## src/rtl/trc_pkg.sv

```systemverilog
package trc_pkg;
  localparam logic [11:0] OFS_CTRL   = 12'h000;
  localparam logic [11:0] OFS_CAPS   = 12'h004;
  localparam logic [11:0] OFS_SYSCAP = 12'h008;
  localparam logic [11:0] OFS_STAT   = 12'h00C;
  localparam logic [11:0] OFS_SYNC   = 12'h010;
  localparam logic [11:0] OFS_PWRUP  = 12'h014;
  localparam logic [11:0] OFS_KEY    = 12'h018;
  localparam logic [11:0] OFS_LOCKST = 12'h01C;

  localparam int CTRL_PDOWN_BIT = 0;
  localparam int CTRL_PROG_BIT  = 10;
  localparam int STAT_PROG_BIT  = 1;

  localparam logic [31:0] CTRL_RST = 32'h0000_1000;
  localparam logic [31:0] SYNC_RST = 32'h0000_0080;

  typedef enum logic {LK_OPEN = 1'b0, LK_SHUT = 1'b1} lock_e;
endpackage

```

## src/rtl/trc_lock.sv

```systemverilog
module trc_lock #(
  parameter int          DATA_W = 32,
  parameter logic [31:0] KEY    = 32'hA5C3_0F1E
) (
  input  logic              clk,
  input  logic              rst_n,
  input  logic              key_wr,
  input  logic [DATA_W-1:0] key_data,
  output logic              locked_o
);
  import trc_pkg::*;

  lock_e st_q, st_d;

  always_comb begin
    st_d = st_q;
    if (key_wr) st_d = (key_data == DATA_W'(KEY)) ? LK_OPEN : LK_SHUT;
  end

  always_ff @(posedge clk or negedge rst_n) begin
    if (!rst_n) st_q <= LK_SHUT;
    else        st_q <= st_d;
  end

  assign locked_o = (st_q == LK_SHUT);
endmodule

```

## src/rtl/trc_prog_hs.sv

```systemverilog
module trc_prog_hs #(
  parameter int IDLE_CYCLES = 2
) (
  input  logic clk,
  input  logic rst_n,
  input  logic prog_req,
  input  logic drain_idle,
  output logic ack_o
);
  localparam int CNT_W = $clog2(IDLE_CYCLES + 1);
  localparam logic [CNT_W-1:0] RUN_MAX = CNT_W'(IDLE_CYCLES);

  logic [CNT_W-1:0] run_q, run_d;
  logic             ack_q, ack_d;

  // consecutive idle edges, saturating at the required length
  always_comb begin
    if (!drain_idle)          run_d = '0;
    else if (run_q == RUN_MAX) run_d = run_q;
    else                      run_d = run_q + CNT_W'(1);
    ack_d = prog_req & (ack_q | (run_q == RUN_MAX));
  end

  always_ff @(posedge clk or negedge rst_n) begin
    if (!rst_n) begin
      run_q <= '0;
      ack_q <= 1'b0;
    end else begin
      run_q <= run_d;
      ack_q <= ack_d;
    end
  end

  assign ack_o = ack_q;
endmodule

```

## src/rtl/trc_clk_vote.sv

```systemverilog
module trc_clk_vote #(
  parameter int N_PERM = 3,
  parameter int N_TEMP = 3
) (
  input  logic [N_PERM-1:0] perm_votes,
  input  logic [N_TEMP-1:0] temp_votes,
  output logic              clk_en_o
);
  assign clk_en_o = (|perm_votes) | (|temp_votes);
endmodule

```

## src/rtl/trc_progif.sv

```systemverilog
module trc_progif #(
  parameter int          ADDR_W      = 12,
  parameter logic [31:0] UNLOCK_KEY  = 32'hA5C3_0F1E,
  parameter int          IDLE_CYCLES = 2,
  parameter int          ACMP_PAIRS  = 4,
  parameter int          CNTRS       = 2,
  parameter int          EXT_IN      = 4,
  parameter int          EXT_OUT     = 2,
  parameter int          CID_CMPS    = 1,
  parameter int          FIFOFULL_EN = 1,
  parameter int          PROCS       = 1
) (
  input  logic              clk,
  input  logic              rst_n,
  input  logic              psel,
  input  logic              penable,
  input  logic              pwrite,
  input  logic [ADDR_W-1:0] paddr,
  input  logic [31:0]       pwdata,
  output logic [31:0]       prdata,
  input  logic              drain_idle,
  input  logic              ext_clk_vote,
  input  logic              core_rst_req,
  input  logic              dbg_rst_req,
  output logic              trc_prog_o,
  output logic              clk_en
);
  import trc_pkg::*;

  localparam int DATA_W = 32;

  logic              wr_acc, cfg_wr_ok, locked;
  logic [DATA_W-1:0] ctrl_q, ctrl_d, sync_q, sync_d;
  logic              pwrup_q, pwrup_d, prog_ack;
  logic [DATA_W-1:0] caps_word, sys_word;

  assign wr_acc    = psel & penable & pwrite;
  assign cfg_wr_ok = wr_acc & ~locked;

  trc_lock #(.DATA_W(DATA_W), .KEY(UNLOCK_KEY)) u_lock (
    .clk      (clk),
    .rst_n    (rst_n),
    .key_wr   (wr_acc && (paddr == ADDR_W'(OFS_KEY))),
    .key_data (pwdata),
    .locked_o (locked)
  );

  // next-state for configuration registers
  always_comb begin
    ctrl_d  = ctrl_q;
    sync_d  = sync_q;
    pwrup_d = pwrup_q;
    if (cfg_wr_ok) begin
      if (paddr == ADDR_W'(OFS_CTRL))  ctrl_d  = pwdata;
      if (paddr == ADDR_W'(OFS_SYNC))  sync_d  = pwdata;
      if (paddr == ADDR_W'(OFS_PWRUP)) pwrup_d = pwdata[0];
    end
  end

  always_ff @(posedge clk or negedge rst_n) begin
    if (!rst_n) begin
      ctrl_q  <= CTRL_RST;
      sync_q  <= SYNC_RST;
      pwrup_q <= 1'b0;
    end else begin
      ctrl_q  <= ctrl_d;
      sync_q  <= sync_d;
      pwrup_q <= pwrup_d;
    end
  end

  trc_prog_hs #(.IDLE_CYCLES(IDLE_CYCLES)) u_hs (
    .clk        (clk),
    .rst_n      (rst_n),
    .prog_req   (ctrl_q[CTRL_PROG_BIT]),
    .drain_idle (drain_idle),
    .ack_o      (prog_ack)
  );

  trc_clk_vote #(.N_PERM(3), .N_TEMP(3)) u_vote (
    .perm_votes ({ext_clk_vote, ~ctrl_q[CTRL_PDOWN_BIT], pwrup_q}),
    .temp_votes ({core_rst_req, dbg_rst_req, psel}),
    .clk_en_o   (clk_en)
  );

  // capability words built from parameters
  always_comb begin
    caps_word          = '0;
    caps_word[3:0]     = 4'(ACMP_PAIRS);
    caps_word[15:13]   = 3'(CNTRS);
    caps_word[19:17]   = 3'(EXT_IN);
    caps_word[22:20]   = 3'(EXT_OUT);
    caps_word[25:24]   = 2'(CID_CMPS);
    sys_word           = '0;
    sys_word[8]        = (FIFOFULL_EN != 0);
    sys_word[14:12]    = 3'(PROCS);
  end

  always_comb begin
    prdata = '0;
    case (paddr)
      ADDR_W'(OFS_CTRL):   prdata = ctrl_q;
      ADDR_W'(OFS_CAPS):   prdata = caps_word;
      ADDR_W'(OFS_SYSCAP): prdata = sys_word;
      ADDR_W'(OFS_STAT):   prdata[STAT_PROG_BIT] = prog_ack;
      ADDR_W'(OFS_SYNC):   prdata = sync_q;
      ADDR_W'(OFS_PWRUP):  prdata[0] = pwrup_q;
      ADDR_W'(OFS_LOCKST): prdata[0] = locked;
      default:             prdata = '0;
    endcase
  end

  assign trc_prog_o = prog_ack;
endmodule

```

## config.mk

```make
export PLATFORM = sky130hd
export DESIGN_NAME = trc_progif
export DESIGN_NICKNAME = d
export VERILOG_FILES = /design/src/rtl/trc_pkg.sv /design/src/rtl/trc_lock.sv /design/src/rtl/trc_prog_hs.sv /design/src/rtl/trc_clk_vote.sv /design/src/rtl/trc_progif.sv
export SDC_FILE = /design/constraint.sdc
export NUM_CORES = 1
export LEC_CHECK = 0
export BUFFER_PORTS_ARGS = -buffer_cell sky130_fd_sc_hd__buf_2
export CORE_UTILIZATION = 45
export CTS_BUF_LIST = sky130_fd_sc_hd__clkbuf_8 sky130_fd_sc_hd__clkbuf_16
export CTS_CLUSTER_DIAMETER = 40
export CTS_CLUSTER_SIZE = 30
export DETAILED_ROUTE_END_ITERATION = 12
export PLACE_DENSITY = 0.81
export SLEW_MARGIN = 5
export SYNTH_ARGS = -nofsm -noshare
export SYNTH_HDL_FRONTEND = slang
export SYNTH_HIERARCHICAL = 1
export SYNTH_SLANG_ARGS = --single-unit
```

## constraint.sdc

```tcl
create_clock -name clk -period 1.9 [get_ports clk]
set_clock_uncertainty 0.1 [all_clocks]
set_input_delay 0.19 -clock clk [delete_from_list [all_inputs] [get_ports clk]]
set_output_delay 0.19 -clock clk [all_outputs]
set_load 0.01 [all_outputs]
```

==> results of run 1 <==
how the worst max path moves through the flow:
stage | start | depth (start not counted) | end | slack [ns]
2_1_floorplan | paddr[4] | 6 | ctrl_q[13]$_DFFE_PN0P_ | 0.02
3_3_place_gp | paddr[5] | 8 | u_lock/locked_o$_DFFE_PN1P_ | -0.59
3_5_place_dp | paddr[5] | 8 | u_lock/locked_o$_DFFE_PN1P_ | -0.59
4_1_cts | paddr[9] | 8 | prdata[10] | 0.03
5_1_grt | pwrup_q$_DFFE_PN0P_ | 5 | prdata[0] | -0.008
6_report | paddr[9] | 7 | prdata[1] | 0.05
per-stage QoR:
| step | hold slack, ns | area (sq um) | total power [mW] |
|---|---|---|---|
| after floorplan | -0.206 | 3400 | 1.65 |
| after global placement | 0.135 | 4050 | 1.78 |
| after detailed placement | 0.142 | 4050 | 1.80 |
| after CTS | 0.000135 | 4460 | 2.90 |
| after global routing | 0.00417 | 4500 | 3.00 |
| final | 0.0147 | 4500 | 2.88 |
layer usage:
layer | global-route usage | vias up | part of all wire
li1 | - | 1226 | -
met1 | 0.282 | 1313 | 0.43
met2 | 0.413 | 72 | 0.51
met3 | 0.0653 | 5 | 0.049
met4 | 0.0557 | 0 | 0.0076
met5 | 0 | - | 0
cells in the mapped netlist (all sizes together) (4+ instances only):
cell	count
mux2	66
mux2i	23
nor4	7
clkbuf	8
inv	7
dfrtp	66
a21oi	4
buf	8
nand2	10
nor2	32
o21ai	12
nor3	6
cells by family after synthesis:
family / count (synthesis) / synth area share
and+or+nand+nor: 73 / 0.123
buffers and inverters: 23 / 0.0394
adders and majority gates: 1 / 0.00368
muxes: 89 / 0.287
AOI/OAI and AO/OA: 21 / 0.0357
xor gates and xnor gates: 1 / 0.00258
DFF: 69 / 0.509
flip-flops by register name (all words and copies together) (netlist names):
register,cells
u_lock/locked_o,1
pwrup_q,1
u_hs/ack_o,1
ctrl_q,32
sync_q,32
u_hs/run_q,2
where the power goes:
| group | total (mW) | internal (mW) | switching (mW) |
|---|---|---|---|
| combinational | 0.313 | 0.151 | 0.162 |
| sequential | 1.50 | 1.49 | 0.0143 |
| clock | 1.06 | 0.504 | 0.555 |
| total | 2.88 | 2.14 | 0.732 |
worst register-to-register path, cell delays in order, from the launching register on:
cell and delay (ns):
dfstp_2 0.38, buf_4 0.16, nor4_4 0.34, buf_4 0.30, mux2_2 0.37
area by class of cell:
class                   instances  area [sq um]  area share
flip-flops and latches         69          1730       0.385
multi-input cells             185          1590       0.353
inverters                       7          26.3     0.00584
repair buffers                130           855       0.190
well taps                      99           124      0.0275
clock buffers                  10           138      0.0306
clock inverters                 6          38.8     0.00862
timing repair:
action / CTS / global route
endpoints found under the setup margin: 25 / 13
hold endpoints to repair: 94 / 0
resized for setup: 4 / 9
pin swaps: 0 / 2
hold buffers: 21 / 0
buffers inserted: 1 / 0
==> results_dict.tcl, run 1 <==
set metrics [dict create \
    crit_type "input port to output pin" \
    required_ns 1.61 \
    hold_end "sync_q[23]$_DFFE_PN0P_" \
    rsz0062_at_grt "yes" \
    dpl.cell_count 468 \
    min_period_ns 1.85 \
    synth-seq-cells 69 \
    yosys_warnings 6 \
    die_h_microns 88.9 \
    cp_max_fo 3 \
    finalWeightedCongestion 0.794 \
    nNetsFinal 456 \
    p_leak_nw 2.26 \
    fill_cells 629 \
    final_common_cell "buf_2" \
    route.detailed.drc 0 \
    grt_pass1_wl_microns 13500 \
    yosys.area.top_type_share 0.486 \
    outcome "complete, no violations" \
    hp-class "input port to flop" \
    dieArea_sq_um 7900 \
    path_buf_inv 3 \
    post_drt_wl_per_cell_microns 16.7 \
    min-delay-start "pwdata[23]" \
    dpl.hpwl_microns 5770 \
    cap_violations 0 \
    cp-end-kind "output pin" \
    whs_path_depth 2 \
    finalSetupTns_ns 0 \
    relSlewSlack 0.702 \
    synth_largest_area_cell "dfrtp_1" \
    netlist_area_sq_um 3400 \
    synthArstFlopShare 1.00 \
    die_w_microns 88.9 \
    final_cells 506 \
    setup_viol 0 \
    synth_edf_count 0 \
    synthFlopType "dfrtp_1" \
    hold_viol_final 0 \
    cts_tree "done" \
    power_density_nw_per_um2 639 \
    regToRegStartpoint "u_lock/locked_o$_DFFE_PN1P_" \
    worst_slack_ns 0.0504 \
    core_area_sq_um 7290 \
    place_ws_ns -0.587 \
    drive_gt1_frac 0.504 \
    final_util 0.617 \
    rrSetupSlack_ns 0.16 \
    clk_pin_slew_worst_paths_ns 0.08 \
    reg2reg_depth 4 \
    maxSlewViolCount 0 \
    r2r-end "ctrl_q[13]$_DFFE_PN0P_" \
    area_delta_synth_final_pct 32.4 \
    start_util 0.466 \
    viasPerCell 5.17 \
    grt_max_degree 70 \
    vias 2616 \
    diodes 0 \
    syn_nets 331 \
    grt_pass1_vias 2732 \
    h-tree-depth 3 \
    ant_nets 0 \
    ctsLongestPathBuffers 2 \
    synthesis.instances 277 \
    cts.sink_count 69 \
    grt_overflow 0 \
    start_kind "input port" \
    synth_area_leaders "dfrtp_1 (49%), mux2_2 (20%), mux2i_1 (6.8%)" \
    first_pass_iters 4 \
    io_buffers 86 \
    path_cells "buf_2, nor4_4, nand2_1, or3_4, buf_4, a21oi_1, buf_2" \
    antenna_found_initial 0 \
    ios 87 \
    drt-initial-drc-count 105 \
    worst_slew_pin_slew_ns 0.446 \
    period_share 0.973 \
    avgSynthCellArea_sq_um 12.3 \
    insertion_delay_ns 0.34 \
    critPathMostFrequentCell "buf_2" \
    grt_usage 0.233 \
    yosysSeqAreaShare 0.509 \
    cts-buffers-inserted 9 \
    crit_family "simple AND/OR/NAND/NOR gates" \
    vdd_ir_drop_max_mv 0.473 \
    cp.arrival_ns 1.56 \
    rows 31 \
    layout_common_cells "buf_2 (86), dfrtp_1 (66), mux2_2 (60)" \
    crit_slowest_cell "or3_4" \
    slowest_delay_ns 0.37 \
    wl_microns 8480 \
    cts-root-buf "clkbuf_8" \
    ys_types 37 \
    fmax_mhz 541 \
]
No activity file was read; power rests on OpenSTA's default activity.
==> run 2, diff against run 1 <==
==> constraint.sdc (replaced) <==
create_clock -name clk -period 2.4 [get_ports clk]
set_clock_uncertainty 0.1 [all_clocks]
set_input_delay 0.24 -clock clk [delete_from_list [all_inputs] [get_ports clk]]
set_output_delay 0.24 -clock clk [all_outputs]
set_load 0.01 [all_outputs]
==> run 2 against run 1 <==
Flip-flop and latch count unchanged. Register-to-register slack better by 0.58 ns. Wire length down 11%. Hold slack better by 0.015 ns. Clock-buffer cell count up 2. Largest power group unchanged. Highest routed layer unchanged.
==> results_dict.tcl, run 2 (synthesis gave the netlist of run 1 again) <==
set metrics [dict create \
    finalWeightedCongestion 0.783 \
    p_sw_uw 523 \
    grt_pass1_vias 2404 \
    power_switching_share 0.234 \
    post_cts_buffers 0 \
    worst_slack_ns 0.311 \
    h-tree-depth 3 \
    drt-initial-drc-count 56 \
    p_comb_frac 0.092 \
    cap_violations 0 \
    die_w_microns 88.9 \
    fin_total_pwr_mw 2.24 \
    clk_pin_slew_worst_paths_ns 0.06 \
    rows 31 \
    cts.sink_count 69 \
    insertion_delay_ns 0.34 \
    cp.arrival_ns 1.75 \
    dpl.hpwl_microns 5460 \
    ios 87 \
    nNetsFinal 422 \
    seq_power_share 0.532 \
    wl_microns 7520 \
    cp-end-kind "output pin" \
    place_ws_ns 0.0662 \
    drive_gt1_frac 0.481 \
    crit_type "input port to output pin" \
    power_density_nw_per_um2 544 \
    relSlewSlack 0.664 \
    hold_viol_final 0 \
    final_area_sq_um 4110 \
    layout_common_cells "buf_2 (86), dfrtp_1 (66), mux2_2 (60)" \
    worst_slew_pin_slew_ns 0.504 \
    min_period_ns 2.09 \
    final_common_cell "buf_2" \
    start_util 0.466 \
    p_leak_nw 2.07 \
    p_clk_frac 0.377 \
    grt_overflow 0 \
    ant_nets 0 \
    grt_usage 0.205 \
    area_delta_synth_final_pct 21.0 \
    top_regs "ctrl_q: 32 flops, sync_q: 32 flops, u_hs/run_q: 2 flops" \
    vdd_ir_drop_max_mv 0.386 \
    grt_max_degree 36 \
    first_pass_iters 4 \
    cts-root-buf "clkbuf_8" \
    period_share 0.870 \
    cp_max_fo 23 \
    rsz0062_at_grt "no" \
    fmax_mhz 479 \
    io_buffers 86 \
    dpl-instance-area_sq_um 3920 \
    antenna_found_initial 0 \
    vias 2424 \
    start_kind "input port" \
    diodes 0 \
    core_area_sq_um 7290 \
    cts-buffers-inserted 9 \
    viasPerCell 5.15 \
    setup_viol 0 \
    ctsLongestPathBuffers 2 \
    required_ns 2.06 \
    p_int_mw 1.71 \
    finalSetupTns_ns 0 \
    post_drt_wl_per_cell_microns 16.0 \
    die_h_microns 88.9 \
    hp-class "input port to flop" \
    route.detailed.drc 0 \
    dieArea_sq_um 7900 \
    cts_tree "done" \
    rrSetupSlack_ns 0.74 \
    outcome "complete, no violations" \
    maxSlewViolCount 0 \
    grt_pass1_wl_microns 11800 \
]
run 2: cell count changes in the layout (fill, tap and decap cells not counted), moves of 2 or more:
cell and change:
nor2_1 +3, dlygate4sd3_1 -20, buf_12 -2, nor3_1 +3, clkinv_2 -2, nor3_2 -2
nor2_2 -3, inv_1 +2, buf_4 -11, clkinvlp_4 -2, clkbuf_8 +2
run 2: critical path: stages:
cell and delay [ns]:
buf_2 0.12, nor4_4 0.32, nand3_2 0.19, or2_2 0.53
nor2_1 0.19, buf_2 0.15
run 2: layer usage:
| layer | global-route usage | wire [microns] | vias up |
|---|---|---|---|
| met5 | 0 | 0 | - |
| met4 | 0.0894 | 136 | 0 |
| met3 | 0.0448 | 377 | 13 |
| met2 | 0.341 | 3580 | 69 |
| met1 | 0.259 | 3420 | 1183 |
| li1 | - | - | 1159 |
run 2: area by class of cell:
type	count	area, sq um
multi-input cells	185	1530
fillers	676	3180
inverters	7	26.3
repair buffers	96	520
well taps	99	124
flip-flops and latches	69	1730
clock inverters	3	12.5
clock buffers	12	165
run 2: worst paths after layout:
kind,startpoint,to,depth (start not counted)
worst max-delay path,paddr[9],prdata[27],6
worst min-delay path,drain_idle,u_hs/run_q[0]$_DFFE_PN0P_,2
worst max register to register,u_lock/locked_o$_DFFE_PN1P_,sync_q[16]$_DFFE_PN0P_,3
worst min register to register,ctrl_q[16]$_DFFE_PN0P_,ctrl_q[16]$_DFFE_PN0P_,1
max in group asynchronous,rst_n,u_lock/locked_o$_DFFE_PN1P_,3
min in group asynchronous,rst_n,sync_q[17]$_DFFE_PN0P_,2
run 2: what timing repair did:
item,CTS,global route
hold buffers,1,0
gates resized for setup,0,0
endpoints found under the hold margin,16,0
run 2: stage by stage:
| stage | hold WS, ns | cells | util |
|---|---|---|---|
| after detailed placement | 0.123 | 455 | 0.538 |
| after floorplan | -0.156 | 277 | - |
| after CTS | 0.0260 | 471 | 0.564 |
| after global routing | 0.0247 | 471 | 0.564 |
| after global placement | 0.113 | 455 | 0.538 |
| final | 0.0299 | 471 | 0.564 |
run 2: power groups by stage:
stage	Clock [mW]	Combinational (mW)	Sequential, mW
floorplan	0	0.0953	1.21
global placement	0	0.194	1.21
detailed placement	0	0.204	1.21
CTS	0.861	0.208	1.19
global route	0.908	0.230	1.19
finish	0.843	0.205	1.19
==> run 3, diff against run 2 <==
--- a/config.mk
+++ b/config.mk
@@ -5,7 +5,7 @@
 export SDC_FILE = /design/constraint.sdc
 export NUM_CORES = 1
 export LEC_CHECK = 0
-export BUFFER_PORTS_ARGS = -buffer_cell sky130_fd_sc_hd__buf_2
+export BUFFER_PORTS_ARGS = -buffer_cell sky130_fd_sc_hd__buf_4
 export CORE_UTILIZATION = 45
 export CTS_BUF_LIST = sky130_fd_sc_hd__clkbuf_8 sky130_fd_sc_hd__clkbuf_16
 export CTS_CLUSTER_DIAMETER = 40
==> run 3 against run 2 <==
Worst setup slack worse by 0.026 ns. Clock-buffer cell count unchanged. Largest cell class unchanged. Sequential share of layout area decreased by 2.0 points. Critical path type unchanged. Design area grew 4.9%. Critical endpoint is now prdata[9]. Wire length increased by 1.9%.
==> results_dict.tcl, run 3 (synthesis gave the netlist of run 1 again) <==
set metrics [dict create \
    p_comb_frac 0.101 \
    post_drt_wl_per_cell_microns 16.3 \
    start_util 0.466 \
    h-tree-depth 3 \
    setup_viol 0 \
    cap_violations 0 \
    area_delta_synth_final_pct 27.0 \
    hp-class "input port to flop" \
    grt_max_degree 70 \
    vias 2458 \
    finalWeightedCongestion 0.758 \
    seq_power_share 0.526 \
    p_leak_nw 2.11 \
    worst_slew_pin_slew_ns 0.870 \
    relSlewSlack 0.420 \
    post_cts_buffers 0 \
    period_share 0.881 \
    drt-initial-drc-count 125 \
    die_h_microns 88.9 \
    finalSetupTns_ns 0 \
    io_buffers 86 \
    antenna_found_initial 0 \
    fill_cells 649 \
    die_w_microns 88.9 \
    drive_gt1_frac 0.481 \
    fmax_mhz 473 \
    hold_viol_final 0 \
    cts.sink_count 69 \
    viasPerCell 5.22 \
    fin_total_pwr_mw 2.26 \
    start_kind "input port" \
    nNetsFinal 422 \
    p_sw_uw 522 \
    grt_usage 0.204 \
    rows 31 \
    min_period_ns 2.11 \
    ctsLongestPathBuffers 2 \
    dieArea_sq_um 7900 \
    cts-buffers-inserted 9 \
    outcome "complete, no violations" \
    cp-end-kind "output pin" \
    cts-root-buf "clkbuf_8" \
    dpl.hpwl_microns 5450 \
    top_regs "ctrl_q: 32 flops, sync_q: 32 flops, u_hs/run_q: 2 flops" \
    crit_type "input port to output pin" \
    route.detailed.drc 0 \
    p_int_mw 1.74 \
    hold_slack_ns 0.0249 \
    maxSlewViolCount 0 \
    final_common_cell "buf_4" \
    insertion_delay_ns 0.33 \
    core_area_sq_um 7290 \
    power_switching_share 0.231 \
    cp_max_fo 23 \
    power_density_nw_per_um2 523 \
    wl_microns 7670 \
    grt_pass1_vias 2442 \
    cp.arrival_ns 1.77 \
    clk_pin_slew_worst_paths_ns 0.07 \
    postCtsResizedCells 0 \
    vdd_ir_drop_max_mv 0.327 \
    first_pass_iters 4 \
    diodes 0 \
    required_ns 2.06 \
    ant_nets 0 \
    cts_tree "done" \
    rsz0062_at_grt "no" \
    layout_common_cells "buf_4 (95), dfrtp_1 (66), mux2_2 (60)" \
    grt_overflow 0 \
    grt_pass1_wl_microns 11800 \
    p_clk_frac 0.373 \
    ios 87 \
]
[run 3: per-stage QoR]
step	setup WS [ns]	instances	util	instance area [sq um]
finish	0.285	471	0.592	4310
detailed placement	0.110	455	0.566	4130
global placement	0.205	455	0.566	4130
global route	0.213	471	0.592	4310
floorplan	0.469	277	-	3400
CTS	0.304	471	0.592	4310
[run 3: metal layers]
layer  part of all wire  global-route usage
met2               0.49               0.345
met1               0.44               0.261
met3              0.060              0.0401
met5                  0                   0
met4              0.013              0.0748
[run 3: power groups by stage]
stage | logic, mW | clock network [mW] | registers [mW]
finish | 0.227 | 0.842 | 1.19
global route | 0.253 | 0.905 | 1.19
CTS | 0.231 | 0.862 | 1.19
detailed placement | 0.229 | 0 | 1.21
floorplan | 0.0953 | 0 | 1.21
global placement | 0.215 | 0 | 1.21
[run 3: worst max-delay path, stage by stage]
cell and delay (ns):
buf_4 0.11, nor3_1 0.36, nand3_2 0.17, or2_2 0.54, nor2_1 0.20, buf_4 0.14
[run 3: final cells by class]
| type | instances | area [sq um] | area share |
|---|---|---|---|
| clock buffers | 12 | 165 | 0.0383 |
| clock inverters | 3 | 12.5 | 0.00290 |
| inverters | 7 | 26.3 | 0.00609 |
| flip-flops and latches | 69 | 1730 | 0.401 |
| repair buffers | 96 | 723 | 0.168 |
| well taps | 99 | 124 | 0.0287 |
| multi-input cells | 185 | 1530 | 0.355 |
[run 3: final timing paths]
kind / from / endpoint / slack [ns] / depth (start not counted)
hold / removal: drain_idle / u_hs/run_q[0]$_DFFE_PN0P_ / 0.02 / 2
hold reg to reg: ctrl_q[16]$_DFFE_PN0P_ / ctrl_q[16]$_DFFE_PN0P_ / 0.39 / 1
max in group asynchronous: rst_n / u_hs/ack_o$_DFF_PN0_ / 1.14 / 2
setup / recovery: paddr[5] / prdata[9] / 0.29 / 6
setup reg to reg: u_lock/locked_o$_DFFE_PN1P_ / sync_q[1]$_DFFE_PN0P_ / 0.73 / 3
min in group asynchronous: rst_n / sync_q[16]$_DFFE_PN0P_ / 0.47 / 2
[run 3: timing repair]
action	4_1_cts	5_1_grt
setup endpoints to repair	0	0
hold buffers	1	0
hold endpoints to repair	66	0
